## config.mk

```make
export PLATFORM = sky130hd
export DESIGN_NAME = ss_seq
export DESIGN_NICKNAME = d
export VERILOG_FILES = /design/src/rtl/ss_pkg.sv /design/src/rtl/ss_tick.sv /design/src/rtl/ss_ctrl.sv /design/src/rtl/ss_rail.sv /design/src/rtl/ss_seq.sv
export SDC_FILE = /design/constraint.sdc
export NUM_CORES = 1
export LEC_CHECK = 0
export ABC_AREA = 0
export BUFFER_PORTS_ARGS = -buffer_cell sky130_fd_sc_hd__clkbuf_2
export CAP_MARGIN = 5
export CORE_ASPECT_RATIO = 2
export CORE_MARGIN = 3
export CORE_UTILIZATION = 45
export DETAILED_ROUTE_END_ITERATION = 16
export SLEW_MARGIN = 20
export SYNTH_ARGS = -nofsm -noshare
export SYNTH_HDL_FRONTEND = slang
export SYNTH_SLANG_ARGS = --single-unit
```

## constraint.sdc

```tcl
create_clock -name clk -period 3.74 [get_ports clk]
set_clock_uncertainty 0.05 [all_clocks]
set_input_delay 0.561 -clock clk [delete_from_list [all_inputs] [get_ports clk]]
set_output_delay 0.561 -clock clk [all_outputs]
set_load 0.03 [all_outputs]
```

## src/rtl/ss_pkg.sv

```systemverilog
package ss_pkg;
  typedef enum logic [1:0] {
    SS_IDLE  = 2'd0,
    SS_DELAY = 2'd1,
    SS_RAMP  = 2'd2,
    SS_DONE  = 2'd3
  } ss_state_e;

  localparam int unsigned NUM_RAILS = 2;
endpackage

```

## src/rtl/ss_tick.sv

```systemverilog
module ss_tick #(
  parameter int unsigned CYC_PER_US = 100
) (
  input  logic clk,
  input  logic rst_n,
  input  logic run,
  output logic tick
);
  localparam int unsigned CNT_W = (CYC_PER_US > 1) ? $clog2(CYC_PER_US) : 1;
  localparam logic [CNT_W-1:0] CNT_LAST = CNT_W'(CYC_PER_US - 1);

  logic [CNT_W-1:0] cnt_q, cnt_d;

  assign tick = run && (cnt_q == CNT_LAST);

  always_comb begin
    cnt_d = cnt_q;
    if (!run || tick) begin
      cnt_d = '0;
    end else begin
      cnt_d = cnt_q + CNT_W'(1);
    end
  end

  always_ff @(posedge clk or negedge rst_n) begin
    if (!rst_n) begin
      cnt_q <= '0;
    end else begin
      cnt_q <= cnt_d;
    end
  end
endmodule

```

## src/rtl/ss_ctrl.sv

```systemverilog
module ss_ctrl
  import ss_pkg::*;
#(
  parameter int unsigned DELAY_US = 100
) (
  input  logic      clk,
  input  logic      rst_n,
  input  logic      go,
  input  logic      tick,
  input  logic      all_at_tgt,
  output ss_state_e state
);
  localparam int unsigned DLY_W = (DELAY_US > 1) ? $clog2(DELAY_US) : 1;
  localparam logic [DLY_W-1:0] DLY_LAST = DLY_W'(DELAY_US - 1);

  ss_state_e        state_q, state_d;
  logic [DLY_W-1:0] dly_q, dly_d;
  logic             dly_en;

  assign state  = state_q;
  assign dly_en = (state_q == SS_DELAY) && tick;

  always_comb begin
    state_d = state_q;
    dly_d   = dly_q;
    if (!go) begin
      state_d = SS_IDLE;
      dly_d   = '0;
    end else begin
      unique case (state_q)
        SS_IDLE: begin
          state_d = SS_DELAY;
          dly_d   = '0;
        end
        SS_DELAY: begin
          if (dly_en) begin
            if (dly_q == DLY_LAST) begin
              state_d = SS_RAMP;
            end else begin
              dly_d = dly_q + DLY_W'(1);
            end
          end
        end
        SS_RAMP: begin
          if (all_at_tgt) begin
            state_d = SS_DONE;
          end
        end
        SS_DONE: state_d = SS_DONE;
        default: state_d = SS_IDLE;
      endcase
    end
  end

  always_ff @(posedge clk or negedge rst_n) begin
    if (!rst_n) begin
      state_q <= SS_IDLE;
      dly_q   <= '0;
    end else begin
      state_q <= state_d;
      dly_q   <= dly_d;
    end
  end
endmodule

```

## src/rtl/ss_rail.sv

```systemverilog
module ss_rail
  import ss_pkg::*;
#(
  parameter int unsigned CODE_W = 12,
  parameter int unsigned STEP   = 13
) (
  input  logic              clk,
  input  logic              rst_n,
  input  logic              go,
  input  ss_state_e         state,
  input  logic              tick,
  input  logic              act_in,
  input  logic [CODE_W-1:0] tgt_in,
  input  logic              above,
  output logic [CODE_W-1:0] ref_o,
  output logic              drv_o,
  output logic              at_tgt,
  output logic [CODE_W-1:0] tgt_held,
  output logic              act_held
);
  localparam logic [CODE_W:0] STEP_EXT = (CODE_W+1)'(STEP);

  logic [CODE_W-1:0] tgt_q, tgt_d, ref_q, ref_d;
  logic              act_q, act_d, drv_q, drv_d;
  logic              capture, step_en, release_en;
  logic [CODE_W:0]   sum;

  assign capture    = go && (state == SS_IDLE);
  assign step_en    = act_q && (state == SS_RAMP) && tick;
  assign release_en = act_q && (((state == SS_RAMP) && !above) || (state == SS_DONE));
  assign sum        = {1'b0, ref_q} + STEP_EXT;

  always_comb begin
    tgt_d = tgt_q;
    act_d = act_q;
    if (capture) begin
      tgt_d = tgt_in;
      act_d = act_in;
    end
  end

  always_comb begin
    ref_d = ref_q;
    drv_d = drv_q;
    if (!go) begin
      ref_d = '0;
      drv_d = 1'b0;
    end else begin
      if (step_en) begin
        ref_d = (sum > {1'b0, tgt_q}) ? tgt_q : sum[CODE_W-1:0];
      end
      if (release_en) begin
        drv_d = 1'b1;
      end
    end
  end

  always_ff @(posedge clk or negedge rst_n) begin
    if (!rst_n) begin
      tgt_q <= '0;
      act_q <= 1'b0;
      ref_q <= '0;
      drv_q <= 1'b0;
    end else begin
      tgt_q <= tgt_d;
      act_q <= act_d;
      ref_q <= ref_d;
      drv_q <= drv_d;
    end
  end

  assign ref_o    = ref_q;
  assign drv_o    = drv_q;
  assign at_tgt   = !act_q || (ref_q == tgt_q);
  assign tgt_held = tgt_q;
  assign act_held = act_q;
endmodule

```

## src/rtl/ss_seq.sv

```systemverilog
module ss_seq
  import ss_pkg::*;
#(
  parameter int unsigned CODE_W     = 12,
  parameter int unsigned STEP       = 13,
  parameter int unsigned CYC_PER_US = 100,
  parameter int unsigned DELAY_US   = 100
) (
  input  logic              clk,
  input  logic              rst_n,
  input  logic              en,
  input  logic              por_ok,
  input  logic              par_mode,
  input  logic [CODE_W-1:0] tgt_core,
  input  logic [CODE_W-1:0] tgt_aux,
  input  logic              above_core,
  input  logic              above_aux,
  output logic [CODE_W-1:0] ref_core,
  output logic [CODE_W-1:0] ref_aux,
  output logic              drv_core,
  output logic              drv_aux,
  output logic              pgood
);
  logic              go, tick, all_at_tgt;
  ss_state_e         state;
  logic [CODE_W-1:0] tgt_in   [NUM_RAILS];
  logic [CODE_W-1:0] ref_r    [NUM_RAILS];
  logic [CODE_W-1:0] tgt_q    [NUM_RAILS];
  logic              act_in   [NUM_RAILS];
  logic              above_in [NUM_RAILS];
  logic              drv_r    [NUM_RAILS];
  logic              act_q    [NUM_RAILS];
  logic [NUM_RAILS-1:0] done_r;

  assign go = en && por_ok;

  assign tgt_in[0]   = tgt_core;
  assign tgt_in[1]   = tgt_aux;
  assign act_in[0]   = 1'b1;
  assign act_in[1]   = !par_mode;
  assign above_in[0] = above_core;
  assign above_in[1] = above_aux;

  ss_tick #(.CYC_PER_US(CYC_PER_US)) i_tick (
    .clk  (clk),
    .rst_n(rst_n),
    .run  (state != SS_IDLE),
    .tick (tick)
  );

  ss_ctrl #(.DELAY_US(DELAY_US)) i_ctrl (
    .clk       (clk),
    .rst_n     (rst_n),
    .go        (go),
    .tick      (tick),
    .all_at_tgt(all_at_tgt),
    .state     (state)
  );

  for (genvar r = 0; r < NUM_RAILS; r++) begin : g_rail
    ss_rail #(.CODE_W(CODE_W), .STEP(STEP)) i_rail (
      .clk     (clk),
      .rst_n   (rst_n),
      .go      (go),
      .state   (state),
      .tick    (tick),
      .act_in  (act_in[r]),
      .tgt_in  (tgt_in[r]),
      .above   (above_in[r]),
      .ref_o   (ref_r[r]),
      .drv_o   (drv_r[r]),
      .at_tgt  (done_r[r]),
      .tgt_held(tgt_q[r]),
      .act_held(act_q[r])
    );
  end

  assign all_at_tgt = &done_r;
  assign ref_core   = ref_r[0];
  assign ref_aux    = ref_r[1];
  assign drv_core   = drv_r[0];
  assign drv_aux    = drv_r[1];
  assign pgood      = (state == SS_DONE);
endmodule

```

==> metrics.txt, run 1 <==
WP data arrival 3.64 ns; Routed Antenna Nets 0; CP max FO 9; clk sinks 68; Slew @ Worst Pin 1.07 ns; Period minus WS final 3.50 ns; Setup CP Type flip-flop to flip-flop; Syn Std Cell Area 4260 µm²; DP Area 4710 µm²; Clock transition at path regs 0.06 ns; maximum VDD drop 0.223 mV; H-tree levels 3; Cells after DPL 640; Achievable Freq 286 MHz; RSZ-0062 raised after global routing no; Core Footprint 9140 µm²; layer with the highest usage met2; Synth Flop Type dfrtp_1; DRC Markers 0; fin area 5010 µm²; Tcrit/Tclk final 0.936; Setup TNS 0 ns; die height 144 µm; Setup Viol. Count Final 0; number of max-cap violations 0; non-filler instance count after layout 656; #FFs+latches synth 68; fin. max-slew vios 0; grt met3 use 0.0273; hold slack final 0.227 ns; status finished, final reports clean; Post-DP HPWL 8.37 mm; I/O pins 58; largest family of logic cells by synthesized area simple AND/OR/NAND/NOR gates; Die W 74.8 µm; min-delay worst type input port to asynchronous set/reset pin; total number of vias 3,729; Synth Area in Adders 0.0822; Post-Synth Simple-Gate Area 0.195; P_leak 2.39 nW; Port Buffers 57; EDFF count, synth 0; Core Rows 49; drt total wl 11.1 mm; DR vias/cell 5.68; Final nets 608; syn avg cell area 8.72 µm²; Diodes inserted 0; largest net degree at the start of global routing 39; Starting Density 0.467; post-synth cell types 47; synthesized netlist net count 548; grt met2 use 0.413; DR iter-0 viols 143; global-route wire length before repair 18.3 mm; power per cell area 381 nW/µm²; Num CTS Buffers 9; share of the yosys chip area belonging to registers 0.399; Synth Instances 489; GP Congestion 0.888; Longest Clk Path Bufs 2; Crit Reg-Reg Startpoint g_rail[1].i_rail.ref_o[0]; met1 Resource Use GR 0.236; Clock Latency Late Sink 0.33 ns; Async SR Flop Fraction 1.00; compound-gate portion of the synthesized area 0.147; CTS tree yes; initial antenna violation count 0; Startpoint Class flip-flop; grt ovf 0; Die Area 10,800 µm²; crit path launch g_rail[1].i_rail.ref_o[0]; critical path required time 3.87 ns; WL/cell 17.0 µm; post-synthesis xor/xnor area fraction 0.101; CTS root buffer clkbuf_16; Global Route Usage Sum 0.222; multiplexer share of the synthesized area 0.0244; CP Capture Type flip-flop; drt pass-1 iters 4; Slew HR 0.284; vias in the first global route 3,826; Synthesis Warnings 0; Syn-to-layout area delta 17.5%; Hold Fails Final Rpt 0; share of cells above drive strength 1 0.177
## path summary, 6_finish.rpt
path	slack (ns)	end	cells after the start
max reg2reg	0.24	g_rail[1].i_rail.ref_o[2]	14
min	0.23	g_rail[1].i_rail.tgt_held[9]	1
max in group asynchronous	2.43	g_rail[1].i_rail.ref_o[11]	2
min reg2reg	0.41	i_tick.cnt_q[0]	1
max	0.24	g_rail[1].i_rail.ref_o[2]	14
min in group clk	0.37	g_rail[1].i_rail.act_held	2
## logic make-up after synthesis
family,count (synthesis)
buffers and inverters,57
adders and majority gates,28
DFF,68
and+or+nand+nor,172
xor gates and xnor gates,49
muxes,10
AOI/OAI and AO/OA,105
## per-layer routing
metal / vias to the layer above / part of all wire
li1: 1841 / -
met1: 1773 / 0.38
met2: 89 / 0.56
met3: 26 / 0.032
met4: 0 / 0.032
met5: - / 0
## flip-flops by register name (all words and copies together), names as in the netlist
register	count
g_rail.i_rail.drv_o	2
g_rail.i_rail.ref_o	24
i_ctrl.state	2
i_tick.cnt_q	7
g_rail.i_rail.tgt_held	24
i_ctrl.dly_q	7
g_rail.i_rail.act_held	2
## critical path, stage by stage (launching register included)
cell      delay (ns)
dfrtp_1         0.39
ha_1            0.26
nor3_1          0.28
nor2_1          0.13
nand2_1         0.14
xnor2_1         0.14
ha_1            0.26
and3_1          0.19
a221o_1         0.28
a221oi_1        0.40
a21oi_1         0.15
a21oi_2         0.20
buf_4           0.19
mux2i_1         0.19
o22ai_1         0.09
## cell usage in the layout (no fill, tap or decap), types with 9 or more instances in the layout
cell       instances
nor2_1            33
nor3_1            10
nand2_1           56
nand4_1           11
clkbuf_2          56
xnor2_1           18
nor4_1            10
clkbuf_16          9
dfrtp_1           68
inv_1             31
nand3_1           21
buf_4             18
o21ai_0           52
a21oi_1           10
xor2_1            31
ha_1              28
o311ai_0           9
## area by class of cell
class | instances | area [µm²]
Inverter | 31 | 116
Sequential cell | 68 | 1700
Multi-Input combinational cell | 364 | 2360
Timing Repair Buffer | 75 | 420
Clock buffer | 11 | 233
Tap cell | 102 | 128
Fill cell | 849 | 4130
Clock inverter | 5 | 52.6
## Yosys cell counts (all sizes together) (9+ instances only)
cell,count,area share
dfrtp,68,0.40
o21ai,59,0.069
nand2,56,0.049
nor2,33,0.029
inv,31,0.027
xor2,31,0.064
ha,28,0.082
clkbuf,22,0.019
nand3,21,0.025
xnor2,18,0.037
a21oi,12,0.015
nor3,12,0.014
nand4,11,0.016
nor4,10,0.015
o311ai,9,0.018
## per-stage QoR
| step | setup slack, ns | util | total power, mW |
|---|---|---|---|
| floorplan | 0.132 | - | 0.985 |
| global placement | 0.270 | 0.516 | 1.08 |
| detailed placement | 0.234 | 0.516 | 1.09 |
| CTS | 0.204 | 0.547 | 1.93 |
| global route | 0.00843 | 0.548 | 1.99 |
| finish | 0.238 | 0.548 | 1.91 |
## report_power, final
part	leakage [nW]	total (mW)	switching, mW	internal (mW)
combinational	1.36	0.249	0.149	0.101
sequential	0.899	0.823	0.0407	0.782
clock	0.139	0.835	0.322	0.513
## timing repair
action                     in CTS  in global routing
hold buffers                    0                  0
setup endpoints to repair       0                  4
buffers inserted                0                  0
resized for setup               0                  2
No activity file was read; power rests on OpenSTA's default activity.
==> inputs of run 2 (changes only) <==
==> constraint.sdc (replaced) <==
create_clock -name clk -period 4.4 [get_ports clk]
set_clock_uncertainty 0.05 [all_clocks]
set_input_delay 0.66 -clock clk [delete_from_list [all_inputs] [get_ports clk]]
set_output_delay 0.66 -clock clk [all_outputs]
set_load 0.03 [all_outputs]
==> run 2 against run 1 <==
Compared with the run above:
- global-route usage up 0.37 points
- critical path type unchanged
- combinational power decreased by 15%
- register-to-register slack better by 0.36 ns
- flip-flop and latch count did not move
- die area unchanged
- critical endpoint is now g_rail[0].i_rail.ref_o[8]
- clock power is 4.4% lower
- cell count is 1.5% lower
- sequential share of layout area rose by 0.23 points
- sequential power decreased by 15%
- hold slack improved by 0.041 ns
- final area decreased by 0.67%
- largest cell class unchanged
==> metrics.txt, run 2 (synthesized netlist as in run 1, its figures left out) <==
Core Rows 49; Final nets 598; cts repair resizes 0; Sw Pwr 449 µW; Starting Density 0.467; total number of vias 3,736; Longest Clk Path Bufs 2; initial antenna violation count 0; Hold Fails Final Rpt 0; commonest non-fill, non-tap cells in the layout dfrtp_1, nand2_1, clkbuf_2; Routed Antenna Nets 0; grt met2 use 0.426; Setup CP Type flip-flop to flip-flop; Logic pwr share 0.124; CTS root buffer clkbuf_16; Power Internal 1.26 mW; maximum VDD drop 0.222 mV; Tcrit/Tclk final 0.864; Diodes inserted 0; largest net degree at the start of global routing 50; fin area 4970 µm²; Startpoint Class flip-flop; switching part of the total 0.263; status finished, final reports clean; Die Area 10,800 µm²; hold-fix buffers at CTS 0; min-delay worst type input port to asynchronous set/reset pin; power per cell area 344 nW/µm²; Setup TNS 0 ns; hold slack final 0.267 ns; P_leak 2.36 nW; GP Congestion 0.869; global-route wire length before repair 18.4 mm; Achievable Freq 263 MHz; grt ovf 0; # fillers 839; DP Area 4640 µm²; layer with the highest usage met2; met1 Resource Use GR 0.231; WL/cell 17.5 µm; CTS tree yes; Global Route Usage Sum 0.226; commonest non-fill, non-tap cell in the layout dfrtp_1; H-tree levels 3; Die W 74.8 µm; vias in the first global route 3,843; Post-DP HPWL 8.27 mm; Slew HR 0.333; DRC Markers 0; number of max-cap violations 0; DR vias/cell 5.78; die height 144 µm; WP data arrival 3.99 ns; share of cells above drive strength 1 0.165; drt total wl 11.3 mm; share of power burned in registers 0.409; RSZ-0062 raised after global routing no; fin. max-slew vios 0; I/O pins 58; Clock Latency Late Sink 0.34 ns; drt pass-1 iters 5; Core Footprint 9140 µm²; clk sinks 68; Clock transition at path regs 0.06 ns; Power Total 1.71 mW; Port Buffers 57; Setup Viol. Count Final 0; clock network power share 0.467; Syn-to-layout area delta 16.7%; CP Capture Type flip-flop; Num CTS Buffers 9; DR iter-0 viols 168; Period minus WS final 3.80 ns; total setup buffers inserted after CTS 0; R2R cell count 12; Slew @ Worst Pin 0.990 ns; critical path required time 4.59 ns; grt met3 use 0.0385; CP max FO 9
==> run 2: power groups by stage <==
stage	registers [mW]	clock network, mW	logic [mW]
global placement	0.709	0	0.210
detailed placement	0.709	0	0.212
global route	0.704	0.839	0.239
floorplan	0.700	0	0.137
finish	0.700	0.798	0.212
CTS	0.700	0.812	0.214
==> run 2: path summary, 6_finish.rpt <==
| kind | start | to | slack, ns |
|---|---|---|---|
| worst min-delay path | rst_n | g_rail[1].i_rail.tgt_held[9] | 0.27 |
| worst max register to register | g_rail[0].i_rail.ref_o[0] | g_rail[0].i_rail.ref_o[8] | 0.60 |
| worst max-delay path | g_rail[0].i_rail.ref_o[0] | g_rail[0].i_rail.ref_o[8] | 0.60 |
| worst min register to register | i_tick.cnt_q[0] | i_tick.cnt_q[0] | 0.41 |
| min in group clk | i_tick.cnt_q[0] | i_tick.cnt_q[0] | 0.41 |
| max in group asynchronous | rst_n | g_rail[0].i_rail.tgt_held[5] | 3.27 |
==> run 2: routing by layer <==
metal | wire, µm | up-vias
met5 | 0 | -
met4 | 300 | 0
met3 | 320 | 21
met2 | 6380 | 95
met1 | 4300 | 1808
li1 | - | 1812
==> run 2: layout make-up <==
class	count	area, µm²	share of cell area
inverter	31	116	0.0234
tap	102	128	0.0257
multi-input combinational	364	2360	0.474
sequential	68	1700	0.342
timing repair buffer	65	348	0.0699
clock inverter	6	86.3	0.0174
clock buffer	10	239	0.0480
==> run 2: through the flow <==
step,cells,util,setup slack (ns)
floorplan,489,-,0.792
global placement,630,0.508,0.760
detailed placement,630,0.508,0.632
CTS,646,0.543,0.617
global route,646,0.545,0.394
finish,646,0.545,0.601
==> run 2: worst max-delay path: stages (launching register included) <==
cell,delay (ns)
dfrtp_1,0.44
ha_1,0.29
nor3_1,0.45
nor2_1,0.13
nand4_1,0.13
xnor2_1,0.15
ha_1,0.26
and2_4,0.14
a221o_1,0.33
o41a_1,0.42
or2_1,0.35
or4_1,0.46
o211ai_1,0.11
